## config.mk

```make
export PLATFORM = sky130hd
export DESIGN_NAME = ucode_sequencer
export DESIGN_NICKNAME = d
export VERILOG_FILES = /design/src/rtl/ucode_pkg.sv /design/src/rtl/ucode_map.sv /design/src/rtl/ucode_store.sv /design/src/rtl/ucode_upc.sv /design/src/rtl/ucode_sequencer.sv
export SDC_FILE = /design/constraint.sdc
export NUM_CORES = 1
export LEC_CHECK = 0
export ABC_AREA = 1
export BUFFER_PORTS_ARGS = -buffer_cell sky130_fd_sc_hd__clkbuf_2
export CORE_AREA = 2 2 39 41
export DETAILED_ROUTE_END_ITERATION = 8
export DIE_AREA = 0 0 41 43
export GPL_TIMING_DRIVEN = 0
export PLACE_DENSITY = 0.75
export RECOVER_POWER = 25
export SYNTH_ARGS = -nofsm -noshare
export SYNTH_HDL_FRONTEND = slang
export SYNTH_SLANG_ARGS = --single-unit
```

## constraint.sdc

```tcl
create_clock -name clk -period 2.5 [get_ports clk]
set_clock_uncertainty 0.2 [all_clocks]
set_input_delay 0.5 -clock clk [delete_from_list [all_inputs] [get_ports clk]]
set_output_delay 0.5 -clock clk [all_outputs]
set_load 0.1 [all_outputs]
```

## src/rtl/ucode_pkg.sv

```systemverilog
package ucode_pkg;
  localparam int UAW  = 4;
  localparam int ALUW = 3;

  localparam int OP_LDX = 0;
  localparam int OP_LDY = 1;
  localparam int OP_STX = 2;
  localparam int OP_JMP = 3;
  localparam int OP_JT  = 4;
  localparam int OP_JF  = 5;
  localparam int OP_XOP = 6;

  localparam logic [UAW-1:0] U_FETCH0 = UAW'(0);
  localparam logic [UAW-1:0] U_FETCH1 = UAW'(1);
  localparam logic [UAW-1:0] U_LDX    = UAW'(2);
  localparam logic [UAW-1:0] U_LDY    = UAW'(3);
  localparam logic [UAW-1:0] U_STX    = UAW'(4);
  localparam logic [UAW-1:0] U_JMP    = UAW'(5);
  localparam logic [UAW-1:0] U_JT     = UAW'(6);
  localparam logic [UAW-1:0] U_JF     = UAW'(7);
  localparam logic [UAW-1:0] U_ALU0   = UAW'(8);

  localparam int ALU_FIRST_CMP = 6;

  typedef enum logic [1:0] {
    SEQ_FETCH  = 2'd0,
    SEQ_NEXT   = 2'd1,
    SEQ_DECODE = 2'd2
  } seq_e;

  typedef enum logic [1:0] {
    PCC_NEVER  = 2'd0,
    PCC_ALWAYS = 2'd1,
    PCC_IFT    = 2'd2,
    PCC_IFF    = 2'd3
  } pcc_e;

  typedef struct packed {
    logic            rd;
    logic            wr;
    logic            ld_x;
    logic            ld_y;
    logic            x_alu;
    logic [ALUW-1:0] alu_op;
    logic            prog_rd;
    logic            ld_ir;
    pcc_e            pc_cond;
    logic            pc_ads;
    logic            flag_wr;
    seq_e            seq;
  } uword_t;
endpackage

```

## src/rtl/ucode_map.sv

```systemverilog
module ucode_map
  import ucode_pkg::*;
#(
  parameter int OPW = 4,
  parameter int ADW = 8
) (
  input  logic [OPW-1:0] op,
  input  logic [ADW-1:0] ads,
  output logic [UAW-1:0] start
);
  localparam logic [ADW-1:0] ALU_CODES = ADW'(1 << ALUW);

  always_comb begin
    start = U_FETCH0;
    case (op)
      OPW'(OP_LDX): start = U_LDX;
      OPW'(OP_LDY): start = U_LDY;
      OPW'(OP_STX): start = U_STX;
      OPW'(OP_JMP): start = U_JMP;
      OPW'(OP_JT):  start = U_JT;
      OPW'(OP_JF):  start = U_JF;
      OPW'(OP_XOP): begin
        if (ads < ALU_CODES) start = U_ALU0 + UAW'(ads[ALUW-1:0]);
      end
      default: start = U_FETCH0;
    endcase
  end
endmodule

```

## src/rtl/ucode_store.sv

```systemverilog
module ucode_store
  import ucode_pkg::*;
(
  input  logic [UAW-1:0] addr,
  output uword_t         word
);
  always_comb begin
    word = '0;
    word.seq = SEQ_FETCH;
    case (addr)
      U_FETCH0: begin
        word.prog_rd = 1'b1;
        word.ld_ir   = 1'b1;
        word.seq     = SEQ_NEXT;
      end
      U_FETCH1: begin
        word.pc_cond = PCC_ALWAYS;
        word.seq     = SEQ_DECODE;
      end
      U_LDX: begin
        word.rd   = 1'b1;
        word.ld_x = 1'b1;
      end
      U_LDY: begin
        word.rd   = 1'b1;
        word.ld_y = 1'b1;
      end
      U_STX: word.wr = 1'b1;
      U_JMP: begin
        word.pc_ads  = 1'b1;
        word.pc_cond = PCC_ALWAYS;
      end
      U_JT: begin
        word.pc_ads  = 1'b1;
        word.pc_cond = PCC_IFT;
      end
      U_JF: begin
        word.pc_ads  = 1'b1;
        word.pc_cond = PCC_IFF;
      end
      default: begin
        if (addr >= U_ALU0) begin
          word.alu_op = addr[ALUW-1:0];
          if (addr[ALUW-1:0] < ALUW'(ALU_FIRST_CMP)) begin
            word.x_alu = 1'b1;
            word.ld_x  = 1'b1;
          end else begin
            word.flag_wr = 1'b1;
          end
        end
      end
    endcase
  end
endmodule

```

## src/rtl/ucode_upc.sv

```systemverilog
module ucode_upc
  import ucode_pkg::*;
(
  input  logic           clk,
  input  logic           rst,
  input  seq_e           seq,
  input  logic [UAW-1:0] map_addr,
  output logic [UAW-1:0] upc,
  output logic           phase
);
  always_ff @(posedge clk) begin
    if (rst) begin
      upc   <= U_FETCH0;
      phase <= 1'b0;
    end else begin
      phase <= ~phase;
      if (phase) begin
        case (seq)
          SEQ_NEXT:   upc <= upc + UAW'(1);
          SEQ_DECODE: upc <= map_addr;
          default:    upc <= U_FETCH0;
        endcase
      end
    end
  end
endmodule

```

## src/rtl/ucode_sequencer.sv

```systemverilog
module ucode_sequencer
  import ucode_pkg::*;
#(
  parameter int OPW = 4,
  parameter int ADW = 8
) (
  input  logic            clk,
  input  logic            rst,
  input  logic [OPW-1:0]  ir_op,
  input  logic [ADW-1:0]  ir_ads,
  input  logic            alu_flag,
  output logic            mem_rd,
  output logic            mem_wr,
  output logic            x_load,
  output logic            y_load,
  output logic            x_from_alu,
  output logic [ALUW-1:0] alu_sel,
  output logic            prog_rd,
  output logic            ir_load,
  output logic            pc_load,
  output logic            pc_from_ads,
  output logic            flag_load
);
  logic [UAW-1:0] upc;
  logic [UAW-1:0] map_addr;
  logic           phase;
  uword_t         word;
  logic           pc_ok;

  ucode_map #(.OPW(OPW), .ADW(ADW)) u_map (
    .op(ir_op), .ads(ir_ads), .start(map_addr)
  );

  ucode_store u_store (.addr(upc), .word(word));

  ucode_upc u_upc (
    .clk(clk), .rst(rst), .seq(word.seq), .map_addr(map_addr),
    .upc(upc), .phase(phase)
  );

  always_comb begin
    case (word.pc_cond)
      PCC_ALWAYS: pc_ok = 1'b1;
      PCC_IFT:    pc_ok = alu_flag;
      PCC_IFF:    pc_ok = ~alu_flag;
      default:    pc_ok = 1'b0;
    endcase
  end

  assign mem_rd      = word.rd;
  assign mem_wr      = word.wr;
  assign x_from_alu  = word.x_alu;
  assign alu_sel     = word.alu_op;
  assign prog_rd     = word.prog_rd;
  assign pc_from_ads = word.pc_ads;
  assign x_load      = phase & word.ld_x;
  assign y_load      = phase & word.ld_y;
  assign ir_load     = phase & word.ld_ir;
  assign pc_load     = phase & pc_ok;
  assign flag_load   = phase & word.flag_wr;
endmodule

```

==> results.tsv, run 1 <==
metric	value	unit
cts_max_level	1	
synthCells	105	
drt-initial-drc-count	9	
gp_congestion	0.7339	
cp-end-kind	output pin	
core	1384	sq um
post_cts_buffers	0	
final_net_count	158	
gr-total-overflow	0	
drive_above_1_share	37.50	%
netlist.area_leader.share	24.56	%
clockRootBuffer	clkbuf_4	
p_leak	0.4678	nW
num_rows	14	
synthTopCellsByCount	37 x nand2_1, 18 x inv_1, 10 x nor2_1	
ir_drop	0.0002790	V
powerDensity	530.2	nW/um^2
max_stage_delay	0.36	ns
wl_met1	556	um
synth_top_area_cell	nand2_1	
clk_pin_slew	0.04	ns
vias	697	
synth_cell_types	13	
worstSkewPairLatency	0.23	ns
floorplan.initialDensity	40.87	%
worstPathCellList	inv_1 -> ha_1 -> nor2_4 -> nor2_1 -> nand3_1 -> nand2_1 -> nor2_4 -> buf_8	
avgSynthCellArea	5.386	sq um
start_kind	register	
yosysSeqAreaShare	17.70	%
wl_met2	731	um
outcome	complete, no violations	
placed_cells	148	
avgRoutedWirePerCell	8.691	um
wl	1321	um
hold_path_class	reg -> reg	
viasPerCell	4.586	
die_h	43	um
utilization	60.04	%
crit_arrival	1.68	ns
path_class	reg -> out	
regToRegEndpoint	u_upc.upc[1]	
cp_top_family	simple AND/OR/NAND/NOR gates	
dieWidth	41	um
finalHoldViolations	0	
port_buffers	27	
dieArea	1763	sq um
regArea	102.6	sq um
crit_top_cell	nor2_4	
cp.required	1.80	ns
grt_pass1_wl	2139	um
cts_tree	built	
tightestPinTransition	0.5439	ns
cts_sinks	5	
area_growth	46.90	%
insertedDiodeCount	0	
hold_buffers	0	
yosysWarnings	0	
drtPass1Iterations	4	
dr.max_layer_used	met3	
cts_buffer_depth	2	
synth_fp_nets	126	
ant_nets	0	
maxSlewHeadroom	63.90	%
synthesis.area	565.5	sq um
hold_end	u_upc.upc[0]	
nFillCells	138	
synth_area_leaders	nand2_1 25%, dfxtp_1 18%, ha_1 13%	
synth_seq_cells	5	
async_reset_ff_share	0	%
reg2reg_from	u_upc.upc[3]	
antenna_found_initial	0	
fin_crit_sh	95.18	%
cts_buffers	3	
synth_edf_count	0	
track_usage	17.27	%
grt_pass1_vias	584	
rrSetupSlack	0.45	ns
dpl.hpwl	1105	um
synth_most_common_cell	nand2_1	
drc	0	
hold_path_depth	2	
hold_path_startpoint	u_upc.upc[0]	
maxCapViolations	0	
multi_input_area	440.4	sq um
hold_ws	0.2856	ns
slowest_stage	dfxtp_2	
dr_wl_met3	34	um
drv_slew	0	
synth_flop_cell	dfxtp_1	
rr_worst_depth	14	
finalSetupViolCount	0	
final_cells	152	
period_needed	2.380	ns
path_max_fanout	5	
grt_max_degree	9	
io_pins	28	
crit_buf_inv	2	
maxClockFrequency	0.4203	GHz
[logic make-up after synthesis]
logic type,Yosys count,share of synthesized area (%)
buf+inv,23,15.48
flops,5,17.70
simple gates,64,47.35
compound gates,7,6.194
fa+ha+maj,6,13.27
[cell usage in the layout (no fill, tap or decap)]
| master | netlist | layout |
|---|---|---|
| dfxtp_1 | 5 | 3 |
| dfxtp_2 | 0 | 2 |
| nor3_2 | 0 | 1 |
| clkbuf_4 | 0 | 3 |
| clkbuf_2 | 0 | 25 |
| inv_1 | 18 | 18 |
| a21oi_2 | 0 | 3 |
| nand3_1 | 8 | 8 |
| inv_2 | 3 | 3 |
| nand2_1 | 37 | 37 |
| a21oi_1 | 5 | 2 |
| nor2_2 | 5 | 6 |
| ha_1 | 6 | 5 |
| ha_2 | 0 | 1 |
| nor2_4 | 0 | 4 |
| o21ai_1 | 2 | 2 |
| buf_8 | 0 | 2 |
| clkinv_1 | 1 | 1 |
| nor3_4 | 0 | 1 |
| nor3_1 | 4 | 2 |
| clkbuf_1 | 0 | 2 |
| nor2_1 | 10 | 5 |
[power by group]
part | total (mW) | internal [mW] | switching [mW]
registers | 0.0982 | 0.0882 | 0.00994
clock network | 0.0893 | 0.0601 | 0.0292
logic | 0.253 | 0.0700 | 0.183
total | 0.441 | 0.218 | 0.222
[flip-flops by register name, summed over array words and instances (netlist names)]
signal / cells
u_upc.phase: 1
u_upc.upc: 4
[final cells by class]
class | count | share of cell area, %
Sequential cell | 5 | 12.35
Tap cell | 16 | 2.410
Multi-Input combinational cell | 77 | 53.01
Buffer | 1 | 0.4518
Timing Repair Buffer | 27 | 18.67
Clock buffer | 4 | 3.163
Inverter | 22 | 9.940
[layer usage]
layer  vias up  global-route usage [%]
met3         0                   3.141
met1       306                   19.61
met5         -                       0
li1        380                       -
met4         0                   8.000
met2        11                   29.06
[worst max-delay path by stage]
stage	endpoint	depth (start not counted)	from	slack, ns
floorplan	x_load	5	u_upc.upc[2]	-0.64
detailed placement	pc_load	8	u_upc.upc[0]	-0.008
global route	pc_load	8	u_upc.upc[0]	-0.001
CTS	pc_load	7	u_upc.upc[0]	0.001
finish	pc_load	8	u_upc.upc[0]	0.12
global placement	pc_load	8	u_upc.upc[0]	0.002
[stage by stage]
stage / setup slack (ns) / setup TNS, ns / total power, mW / area, sq um
global placement: 0.001526 / 0 / 0.3407 / 769.5
finish: 0.1205 / 0 / 0.4405 / 830.8
detailed placement: -0.008040 / -0.008040 / 0.3422 / 769.5
global route: -0.001138 / -0.001138 / 0.4817 / 830.8
floorplan: -0.6382 / -0.6382 / 0.2989 / 614.3
CTS: 0.001236 / 0 / 0.4414 / 815.8
[tightest hold or removal path, delay by kind of cell, from the launching register on]
family           cells  cell delay [ns]
flip-flops           1             0.34
AND/OR/NAND/NOR      2             0.11
[what timing repair did]
action	CTS	global route
resized for setup	5	7
pin swaps	0	0
gates cloned	0	0
setup endpoints to repair	2	2
endpoints found under the hold margin	0	0
Note: power is estimated with default switching activity, not from simulation.
==> run 2, diff against run 1 <==
Settings changed: CORE_AREA 2 2 39 41 to 5 5 42 44, DIE_AREA 0 0 41 43 to 0 0 47 49.
==> run 2 against run 1 <==
Worst hold slack worse by 0.0013 ns. Register-to-register slack better by 0.04 ns. Combinational power is 2% higher. Total power increased by 2.2%. Cell area rose by 0.45%. Non-clock buffer count is the same. Highest routed layer unchanged.
==> results.tsv, run 2 (same netlist as run 1, synthesis figures left out) <==
metric	value	unit
period_needed	2.358	ns
cp_top_family	simple AND/OR/NAND/NOR gates	
track_usage	14.44	%
ir_drop	0.0002602	V
reg_top3	u_upc.upc: 4 flops, u_upc.phase: 1 flops	
core	1401	sq um
drc	0	
avgRoutedWirePerCell	9.697	um
cts_tree	built	
switching_share	51.25	%
p_leak	0.4726	nW
clkPwrFrac	20.6	%
pwr-share-seq	21.8	%
drive_above_1_share	38.97	%
finalHoldViolations	0	
path_max_fanout	5	
path_class	reg -> out	
wl	1474	um
port_buffers	27	
top_register	u_upc.upc	
start_kind	register	
drt-initial-drc-count	6	
grt_max_degree	9	
pre_cts_slack	-0.02746	ns
cts_buffer_depth	2	
cts_buffers	3	
gp_congestion	0.8277	
dieArea	2303	sq um
grt_pass1_wl	2635	um
final_common_cell	nand2_1	
worstSkewPairLatency	0.24	ns
clk_pin_slew	0.04	ns
finalSetupViolCount	0	
powerDensity	539.4	nW/um^2
num_rows	14	
slowest_stage	dfxtp_2	
vias	708	
maxCapViolations	0	
worstPathCellList	inv_1 -> ha_1 -> nor2_4 -> nor2_1 -> nand3_1 -> nand2_1 -> nor2_4 -> buf_8	
dieWidth	47	um
cts_sinks	5	
area_growth	47.57	%
tightestPinTransition	0.5439	ns
hold_ws	0.2843	ns
maxClockFrequency	0.4241	GHz
largest_reg_flops	4	
p_switching	230.7	uW
max_stage_delay	0.36	ns
gr-total-overflow	0	
post_cts_buffers	0	
final_net_count	158	
cp-end-kind	output pin	
ant_nets	0	
io_pins	28	
antenna_found_initial	0	
clockRootBuffer	clkbuf_4	
insertedDiodeCount	0	
maxSlewHeadroom	63.90	%
placed_cells	148	
rsz0062_at_grt	no	
drtPass1Iterations	2	
cts_max_level	1	
dpl.hpwl	1278	um
drv_slew	0	
viasPerCell	4.658	
crit_arrival	1.66	ns
die_h	49	um
p_comb_share	57.6	%
fin_crit_sh	94.33	%
fin_ws	0.1418	ns
floorplan.initialDensity	40.36	%
crit_top_cell	nor2_4	
grt_pass1_vias	710	
crit_buf_inv	2	
final_cell_mix	37 x nand2_1, 25 x clkbuf_2, 18 x inv_1	
final_cells	152	
hold_path_class	reg -> reg	
intPower	219.4	uW
cp.required	1.80	ns
outcome	complete, no violations	
==> run 2: cell counts in the layout (fill, tap and decap cells not counted) <==
Identical to the previous run, type by type.
==> run 2: area by class of cell <==
cell class | instances | area [sq um]
inverters | 22 | 82.58
well taps | 16 | 20.02
fillers | 142 | 566.8
repair buffers | 27 | 153.9
flip-flops and latches | 5 | 102.6
multi-input cells | 77 | 444.2
clock buffers | 4 | 26.28
plain buffers | 1 | 5.005
==> run 2: worst paths after layout <==
check	start	slack [ns]	to	depth (start not counted)
min	u_upc.upc[0]	0.28	u_upc.upc[0]	2
min reg2reg	u_upc.upc[0]	0.28	u_upc.upc[0]	2
max	u_upc.upc[0]	0.14	pc_load	8
max reg2reg	u_upc.upc[1]	0.49	u_upc.upc[0]	14
==> run 2: layer usage <==
metal | part of all wire (%) | wire length [um] | vias to the layer above | track usage, %
met3 | 7.5 | 110 | 0 | 1.476
met5 | 0 | 0 | - | 0
met4 | 0 | 0 | 0 | 4.147
met2 | 53 | 775 | 24 | 26.02
li1 | - | - | 382 | -
met1 | 40 | 588 | 302 | 16.92
==> run 2: power by group through the flow <==
stage / Clock (mW) / Sequential (mW) / Combinational, mW
detailed placement: 0 / 0.0978 / 0.250
floorplan: 0 / 0.0953 / 0.204
finish: 0.0928 / 0.0983 / 0.259
global route: 0.103 / 0.0993 / 0.285
CTS: 0.0939 / 0.0964 / 0.257
global placement: 0 / 0.0976 / 0.245
==> run 2: what timing repair did <==
item / in CTS / in global routing
hold buffers: 0 / 0
resized for setup: 5 / 7
setup endpoints to repair: 2 / 2
==> run 2: worst register-to-register path: cells and delay by family, from the launching register on <==
kind	cells	cell delay (ns)
buffers and inverters	4	0.32
adder cells (fa/ha/maj)	2	0.32
AND/OR/NAND/NOR	8	0.70
flip-flops	1	0.40
==> run 2: metrics by stage <==
step / power [mW] / util [%] / cell area (sq um) / setup TNS (ns)
global placement: 0.3428 / 54.91 / 769.5 / 0
global route: 0.4876 / 59.55 / 834.6 / 0
CTS: 0.4476 / 58.21 / 815.8 / 0
detailed placement: 0.3482 / 54.91 / 769.5 / -0.02746
floorplan: 0.2989 / - / 614.3 / -0.6382
finish: 0.4501 / 59.55 / 834.6 / 0
==> run 3, diff against run 2 <==
Settings changed: REMOVE_ABC_BUFFERS from default to 1.
==> run 3 against run 2 <==
Sequential power is essentially flat. Die area is the same. Register-to-register slack lost 0.03 ns. Worst hold slack gained 0.0059 ns. Maximum frequency shrank 1.9%. Critical path depth shrank 2. Combinational power shrank 8.5%.
==> results.tsv, run 3 (same netlist as run 1, synthesis figures left out) <==
metric	value	unit
outcome	complete, no violations	
worstSkewPairLatency	0.24	ns
pwr-share-seq	23.2	%
p_comb_share	55.7	%
crit_arrival	1.70	ns
dr.max_layer_used	met4	
path_class	reg -> out	
dieWidth	47	um
gp_congestion	0.8139	
switching_share	50.28	%
cts_tree	built	
intPower	211.5	uW
powerDensity	552.0	nW/um^2
viasPerCell	4.589	
wl_met2	790	um
ir_drop	0.0002886	V
insertedDiodeCount	0	
hold_buffers	0	
cp.required	1.80	ns
final_net_count	157	
dieArea	2303	sq um
reg_top3	u_upc.upc: 4 flops, u_upc.phase: 1 flops	
final_cell_mix	37 x nand2_1, 24 x clkbuf_2, 18 x inv_1	
maxClockFrequency	0.4158	GHz
io_pins	28	
cts_max_level	1	
worstPathCellList	ha_2 -> nand2_1 -> a21oi_1 -> a21oi_1 -> nor2_1 -> clkbuf_8	
maxCapViolations	0	
finalPower	425.4	uW
wl	1444	um
gr-total-overflow	0	
max_stage_delay	0.46	ns
cts_buffers	3	
drt-initial-drc-count	14	
finalHoldViolations	0	
cts_buffer_depth	2	
cp-end-kind	output pin	
largest_reg_flops	4	
drive_above_1_share	30.37	%
floorplan.initialDensity	40.36	%
avgRoutedWirePerCell	9.563	um
clockRootBuffer	clkbuf_4	
crit_top_cell	a21oi_1	
place_area	715.7	sq um
clkPwrFrac	21.1	%
maxSlewHeadroom	63.94	%
port_buffers	27	
final_common_cell	nand2_1	
crit_path_start	u_upc.upc[1]	
grt_pass1_wl	2297	um
grt_pass1_vias	615	
num_rows	14	
antenna_found_initial	0	
ant_nets	0	
crit_buf_inv	1	
p_switching	213.9	uW
regToRegEndpoint	u_upc.upc[3]	
hold_path_startpoint	rst	
die_h	49	um
hold_ws	0.2902	ns
final_cells	151	
grt_max_degree	9	
drc	0	
rr_worst_depth	14	
track_usage	13.24	%
core	1401	sq um
placed_cells	147	
dr_wl_met3	36	um
clk_pin_slew	0.04	ns
cts_sinks	5	
final_area	770.7	sq um
finalSetupViolCount	0	
drtPass1Iterations	4	
hold_end	u_upc.phase	
vias	693	
wl_met1	602	um
top_register	u_upc.upc	
p_leak	0.4606	nW
cp_top_family	flip-flops	
fin_crit_sh	96.19	%
period_needed	2.405	ns
hold_path_depth	2	
hold_path_class	in -> reg	
dpl.hpwl	1213	um
reg2reg_from	u_upc.upc[1]	
drv_slew	0	
start_kind	register	
path_max_fanout	7	
rrSetupSlack	0.46	ns
area_growth	36.28	%
tightestPinTransition	0.5432	ns
slowest_stage	dfxtp_1	
run 3: area by class of cell:
class,instances,area (sq um)
sequential,5,101.3
inverter,22,82.58
clock buffer,4,26.28
timing repair buffer,27,152.6
multi-input combinational,77,387.9
tap,16,20.02
fill,155,630.6
run 3: worst max-delay path by stage:
stage / endpoint / cells past startpoint / slack (ns)
after floorplan: x_load / 5 / -1.21
after global placement: pc_load / 8 / 0.09
after detailed placement: pc_load / 8 / 0.07
after CTS: pc_load / 8 / 0.03
after global routing: x_load / 6 / -0.01
final: pc_load / 6 / 0.1
run 3: power by group through the flow:
stage / clock, mW / combinational [mW] / sequential (mW)
finish: 0.0897 / 0.237 / 0.0986
CTS: 0.0954 / 0.237 / 0.0978
detailed placement: 0 / 0.230 / 0.0987
global placement: 0 / 0.227 / 0.0984
floorplan: 0 / 0.186 / 0.0953
global route: 0.101 / 0.259 / 0.0999
run 3: metal layers:
metal  GRT usage [%]  vias up
met1           14.95      301
met5               0        -
met4           5.530        0
li1                -      379
met3           2.214        2
met2           23.08       11
run 3: worst register-to-register path: stages (launching register included):
cell and delay (ns):
dfxtp_1 0.46, inv_1 0.10, ha_1 0.18, inv_1 0.09, nor2_2 0.06, inv_2 0.05, ha_1 0.14, inv_1 0.04
nor2_2 0.14, nand2_1 0.09, nor2_2 0.14, nand2_1 0.08, nand2_1 0.08, nand2_1 0.05, nand2_1 0.07
run 3: repair_timing:
action / CTS / global route
endpoints found under the hold margin: 0 / 0
setup buffers: 0 / 0
setup endpoints to repair: 2 / 4
gates resized for setup: 5 / 4
pin swaps: 0 / 0
run 3: per-stage QoR:
step	utilization (%)	TNS (ns)	setup slack (ns)
floorplan	-	-5.284	-1.210
global placement	51.07	0	0.08979
detailed placement	51.07	0	0.07223
CTS	54.37	0	0.02930
global route	55.00	-0.01550	-0.009784
finish	55.00	0	0.09522
